### src/rtl/msi_l1_child.sv
module msi_l1_child #(
  parameter int LINES = 16,
  parameter int AW    = 32,
  parameter int DW    = 32
) (
  input  logic          clk,
  input  logic          rst_n,
  input  logic          preq_valid,
  output logic          preq_ready,
  input  logic          preq_store,
  input  logic [AW-1:0] preq_addr,
  input  logic [DW-1:0] preq_wdata,
  output logic          presp_valid,
  output logic [DW-1:0] presp_data,
  output logic          creq_valid,
  input  logic          creq_ready,
  output logic [AW-1:0] creq_addr,
  output logic [1:0]    creq_state,
  output logic          crsp_valid,
  input  logic          crsp_ready,
  output logic [AW-1:0] crsp_addr,
  output logic [1:0]    crsp_state,
  output logic          crsp_has_data,
  output logic [DW-1:0] crsp_data,
  input  logic          pmsg_valid,
  output logic          pmsg_ready,
  input  logic          pmsg_is_resp,
  input  logic [AW-1:0] pmsg_addr,
  input  logic [1:0]    pmsg_state,
  input  logic [DW-1:0] pmsg_data
);
  localparam int IW = $clog2(LINES);
  localparam int TW = AW - 2 - IW;
  localparam logic [1:0] ST_I = 2'd0, ST_S = 2'd1, ST_M = 2'd2;

  logic [TW-1:0] tag_q [LINES];
  logic [1:0]    st_q  [LINES];
  logic [1:0]    wt_q  [LINES];
  logic [DW-1:0] dat_q [LINES];

  logic [IW-1:0] p_idx, c_idx;
  logic [TW-1:0] p_tag, c_tag;
  logic          dn_act, p_fire;
  logic [1:0]    need, c_st;
  logic          c_match, c_hit, busy, can_up, do_evict;
  logic          unused_lsb;

  assign unused_lsb = ^{preq_addr[1:0], pmsg_addr[1:0]};

  assign p_idx  = pmsg_addr[IW+1:2];
  assign p_tag  = pmsg_addr[AW-1:IW+2];
  assign dn_act = !pmsg_is_resp && (tag_q[p_idx] == p_tag) && (st_q[p_idx] > pmsg_state);
  assign pmsg_ready = pmsg_is_resp || !dn_act || !crsp_valid;
  assign p_fire = pmsg_valid && pmsg_ready;

  assign c_idx   = preq_addr[IW+1:2];
  assign c_tag   = preq_addr[AW-1:IW+2];
  assign need    = preq_store ? ST_M : ST_S;
  assign c_st    = st_q[c_idx];
  assign c_match = tag_q[c_idx] == c_tag;
  assign c_hit   = c_match && (preq_store ? (c_st == ST_M) : (c_st != ST_I));
  assign busy    = pmsg_valid;
  assign preq_ready = !busy && c_hit;
  assign can_up  = !busy && preq_valid && !c_hit && (wt_q[c_idx] == ST_I) &&
                   (c_match || c_st == ST_I) && !creq_valid;
  assign do_evict = !busy && preq_valid && !c_match && (c_st != ST_I) &&
                    (wt_q[c_idx] == ST_I) && !crsp_valid;

  always_ff @(posedge clk or negedge rst_n) begin
    if (!rst_n) begin
      for (int i = 0; i < LINES; i++) begin
        tag_q[i] <= '0;
        st_q[i]  <= ST_I;
        wt_q[i]  <= ST_I;
        dat_q[i] <= '0;
      end
      presp_valid   <= 1'b0;
      presp_data    <= '0;
      creq_valid    <= 1'b0;
      creq_addr     <= '0;
      creq_state    <= ST_I;
      crsp_valid    <= 1'b0;
      crsp_addr     <= '0;
      crsp_state    <= ST_I;
      crsp_has_data <= 1'b0;
      crsp_data     <= '0;
    end else begin
      presp_valid <= preq_valid && preq_ready;
      if (preq_valid && preq_ready) begin
        presp_data <= preq_store ? '0 : dat_q[c_idx];
        if (preq_store) dat_q[c_idx] <= preq_wdata;
      end

      if (creq_valid && creq_ready) creq_valid <= 1'b0;
      if (can_up) begin
        creq_valid   <= 1'b1;
        creq_addr    <= preq_addr;
        creq_state   <= need;
        wt_q[c_idx]  <= need;
        if (!c_match) tag_q[c_idx] <= c_tag;
      end

      if (crsp_valid && crsp_ready) crsp_valid <= 1'b0;
      if (p_fire && dn_act) begin
        crsp_valid    <= 1'b1;
        crsp_addr     <= pmsg_addr;
        crsp_state    <= pmsg_state;
        crsp_has_data <= st_q[p_idx] == ST_M;
        crsp_data     <= (st_q[p_idx] == ST_M) ? dat_q[p_idx] : '0;
        st_q[p_idx]   <= pmsg_state;
      end else if (do_evict) begin
        crsp_valid    <= 1'b1;
        crsp_addr     <= {tag_q[c_idx], c_idx, 2'b00};
        crsp_state    <= ST_I;
        crsp_has_data <= c_st == ST_M;
        crsp_data     <= (c_st == ST_M) ? dat_q[c_idx] : '0;
        st_q[c_idx]   <= ST_I;
      end

      if (p_fire && pmsg_is_resp) begin
        if (st_q[p_idx] == ST_I) dat_q[p_idx] <= pmsg_data;
        st_q[p_idx] <= pmsg_state;
        wt_q[p_idx] <= ST_I;
      end
    end
  end
endmodule

### config.mk
export PLATFORM = sky130hd
export DESIGN_NAME = msi_l1_child
export DESIGN_NICKNAME = d
export VERILOG_FILES = /design/src/rtl/msi_l1_child.sv
export SDC_FILE = /design/constraint.sdc
export NUM_CORES = 2
export LEC_CHECK = 0
export CAP_MARGIN = 20
export CORE_MARGIN = 10
export CORE_UTILIZATION = 42
export CTS_BUF_LIST = sky130_fd_sc_hd__clkbuf_8
export DETAILED_ROUTE_END_ITERATION = 6
export PLACE_DENSITY = 0.69
export SLEW_MARGIN = 20
export SYNTH_ARGS = -nofsm -noshare
export SYNTH_HDL_FRONTEND = slang
export SYNTH_SLANG_ARGS = --single-unit
### constraint.sdc
create_clock -name clk -period 5.9 [get_ports clk]
set_clock_uncertainty 0.05 [all_clocks]
set_input_delay 1.18 -clock clk [delete_from_list [all_inputs] [get_ports clk]]
set_output_delay 1.18 -clock clk [all_outputs]
set_load 0.005 [all_outputs]
==> results.toml <==
[routing]
drt-total-wl_um = 225000
dr_total_vias = 48500
avgRoutedWirePerCell_um = 29.2
drt_first_iter_violations = 6084
ant_nets = 0
viasPerCell = 6.28
remaining_drc_errors = 8
drt_pre_antenna_iters = 7

[logic_synthesis]
synth_top_area_share_pct = 43.0
yosysTopAreaCell = "dfrtp_1"
syn_inst = 5358
synth_area_um2 = 65700
ys_top_cells_by_area = "dfrtp_1 (43%), mux4_2 (17%), mux2i_1 (11%)"
syn_nets = 5498
async_flop_share_pct = 100
synth_warnings = 0
ys_ff_latch = 1128
synth-main-ff-cell = "dfrtp_1"
ys_seq_area_share_pct = 43.0
synth_edf_count = 0
synth.avg_cell_area_um2 = 12.3
ys_types = 79

[placement]
hpwl_um = 136000
routabilityCongestion = 0.965
placed_area_um2 = 70800
port_buffers = 275
place_inst = 7367

[sta]
report.final.setup_viol = 0
hold_viol_final = 0
slew_headroom_pct = 24.0
holdWs_ns = 0.212
slew_viol_final = 0
max_clock_freq_mhz = 173
rsz0062_at_grt = "false"
worstMarginPinSlew_ns = 1.14
min_period_over_period_pct = 98.2
min_period_ns = 5.79
final.setup.tns_ns = 0

[global_routing]
grt.total_usage_pct = 25.4
antenna_found_initial = 31
grt_pass1_vias = 48900
grt_pass1_wl_um = 331000
grt_max_degree = 159
grt-ovfl-total = 0

[pwr]
p_per_area_nw_per_um2 = 334
p_leak_nw = 36.0
ir_drop_uv = 206

[floorplan]
die_w_um = 415
initial_utilization_pct = 42.2
rows = 145
coreArea_um2 = 156000
die_area_um2 = 173000
io_pins = 276
die_y_um = 415

[setup_path]
crit_required_ns = 4.67
start_kind = "input port"
path_cells = "buf_8 -> mux4_2 -> mux4_2 -> ha_1 -> a21oi_1 -> o221a_2 -> o311ai_0 -> nor3b_1 -> o2111ai_1 -> nor4_1 -> nand3_1 -> clkbuf_2"
critPathBufInv = 2
path_class = "in2out"
cp_data_arrival_time_ns = 4.56
critPathSlowestCell = "mux4_2"
r2r-start = "st_q[8]"
startpoint = "pmsg_addr[2]"
worstPathMaxFanout = 9
path_delay_family = "multiplexers"
end_kind = "output pin"
cpMostUsedCell = "mux4_2"
critPathMaxStageDelay_ns = 0.53

[outcome]
violations = "design-rule violations"
status = "finished with violations"

[finish]
design_area_um2 = 74800
fillers = 13800
syn_to_final_growth_pct = 13.8
layout_common_cells = "dfrtp_1 (1128), mux2i_1 (732), nor2_1 (554)"
final_common_cell = "dfrtp_1"
layout.nets = 5645
final_cells = 7720
final_layout_size_suffix_gt1_share_pct = 24.4
final_util_pct = 48.0

[clock_network]
cts_tree = "built"
cts_buffers = 194
hold_buffers = 0
clock-sinks = 1128
clock_path_buffers = 3
clk_latency_ns = 0.94
cts-htree-levels = 4
cts_root_buffer = "clkbuf_8"
clk_pin_slew_ns = 0.05

[job]
max_cap_violations = 0

[min_path]
min-delay-path-class = "in2async"
[final timing paths]
check | endpoint | slack (ns) | depth (start not counted)
setup / recovery | pmsg_ready | 0.11 | 12
hold / removal | crsp_addr[26] | 0.21 | 1
setup reg to reg | crsp_data[4] | 1.33 | 14
hold reg to reg | creq_addr[19] | 0.43 | 1
max in group asynchronous | tag_q[118] | 4.12 | 2
min in group clk | creq_addr[19] | 0.43 | 1
[cell type report]
type                       count  area (um^2)  share of cell area (%)
antenna                       12         30.0                  0.0402
sequential                  1128        28200                    37.8
clock inverter                96          526                   0.703
multi-input combinational   3558        34400                    46.0
tap                         2058         2570                    3.44
timing repair buffer         514         5200                    6.96
clock buffer                 245         3370                    4.51
inverter                     109          412                   0.551
[timing repair]
| item | CTS | global route |
|---|---|---|
| endpoints found under the setup margin | 2 | 2 |
| buffers inserted | 0 | 0 |
| resized for setup | 3 | 10 |
| pin swaps | 0 | 2 |
[layer usage]
| layer | GRT usage, % | up-vias | routed length (um) | share of wire (%) |
|---|---|---|---|---|
| li1 | - | 20100 | - | - |
| met1 | 31.6 | 24800 | 84000 | 37 |
| met2 | 40.7 | 2800 | 107000 | 47 |
| met3 | 6.28 | 727 | 21700 | 9.6 |
| met4 | 13.7 | 28 | 12800 | 5.7 |
| met5 | 0 | - | 190 | 0.084 |
[registers in the layout, indices dropped and copies added, names as in the netlist]
| signal | flops |
|---|---|
| dat_q | 512 |
| tag_q | 416 |
| creq_addr | 32 |
| crsp_addr | 32 |
| crsp_data | 32 |
| presp_data | 32 |
| st_q | 32 |
| wt_q | 32 |
| creq_state | 2 |
| crsp_state | 2 |
| creq_valid | 1 |
| crsp_has_data | 1 |
| crsp_valid | 1 |
| presp_valid | 1 |
[where the power goes]
group / switching, W / leakage (nW) / total, W / internal (W)
Sequential: 0.00139 / 14.1 / 0.0110 / 0.00961
Combinational: 0.00289 / 19.6 / 0.00668 / 0.00380
Clock: 0.00343 / 2.26 / 0.00725 / 0.00381
[Yosys cell counts (all sizes together), types with 7 or more instances]
cell type / number
a211oi: 21
a21boi: 12
a21oi: 529
a221o: 9
a22o: 7
a22oi: 53
and2: 39
buf: 259
clkbuf: 304
dfrtp: 1128
inv: 108
mux2: 509
mux2i: 732
mux4: 499
nand2: 104
nand2b: 15
nand3: 30
nand4: 24
nor2: 571
nor2b: 17
nor3: 45
nor4: 7
o211ai: 9
o21a: 30
o21ai: 60
o22ai: 58
o31ai: 25
or3: 7
xnor2: 37
xor2: 28
[stage by stage]
stage / setup WS, ns / power (W)
2_1_floorplan: 0.329 / 0.0151
3_3_place_gp: -0.00467 / 0.0174
3_5_place_dp: -0.0690 / 0.0177
4_1_cts: 0.0355 / 0.0250
5_1_grt: 0.0212 / 0.0261
6_report: 0.109 / 0.0249
[kinds of logic (layout without fill, tap and decap cells)]
kind of cell,count (synthesis),in the layout,share of synthesized area [%]
AO/OA/AOI/OAI,870,870,7.82
multiplexers,1740,1740,37.0
XOR/XNOR,65,65,0.867
buffers and inverters,672,964,4.96
AND/OR/NAND/NOR,881,881,6.36
adder cells (fa/ha/maj),2,2,0.0381
flip-flops,1128,1128,43.0
other,0,12,0
Power figures use the tool's default switching activity.
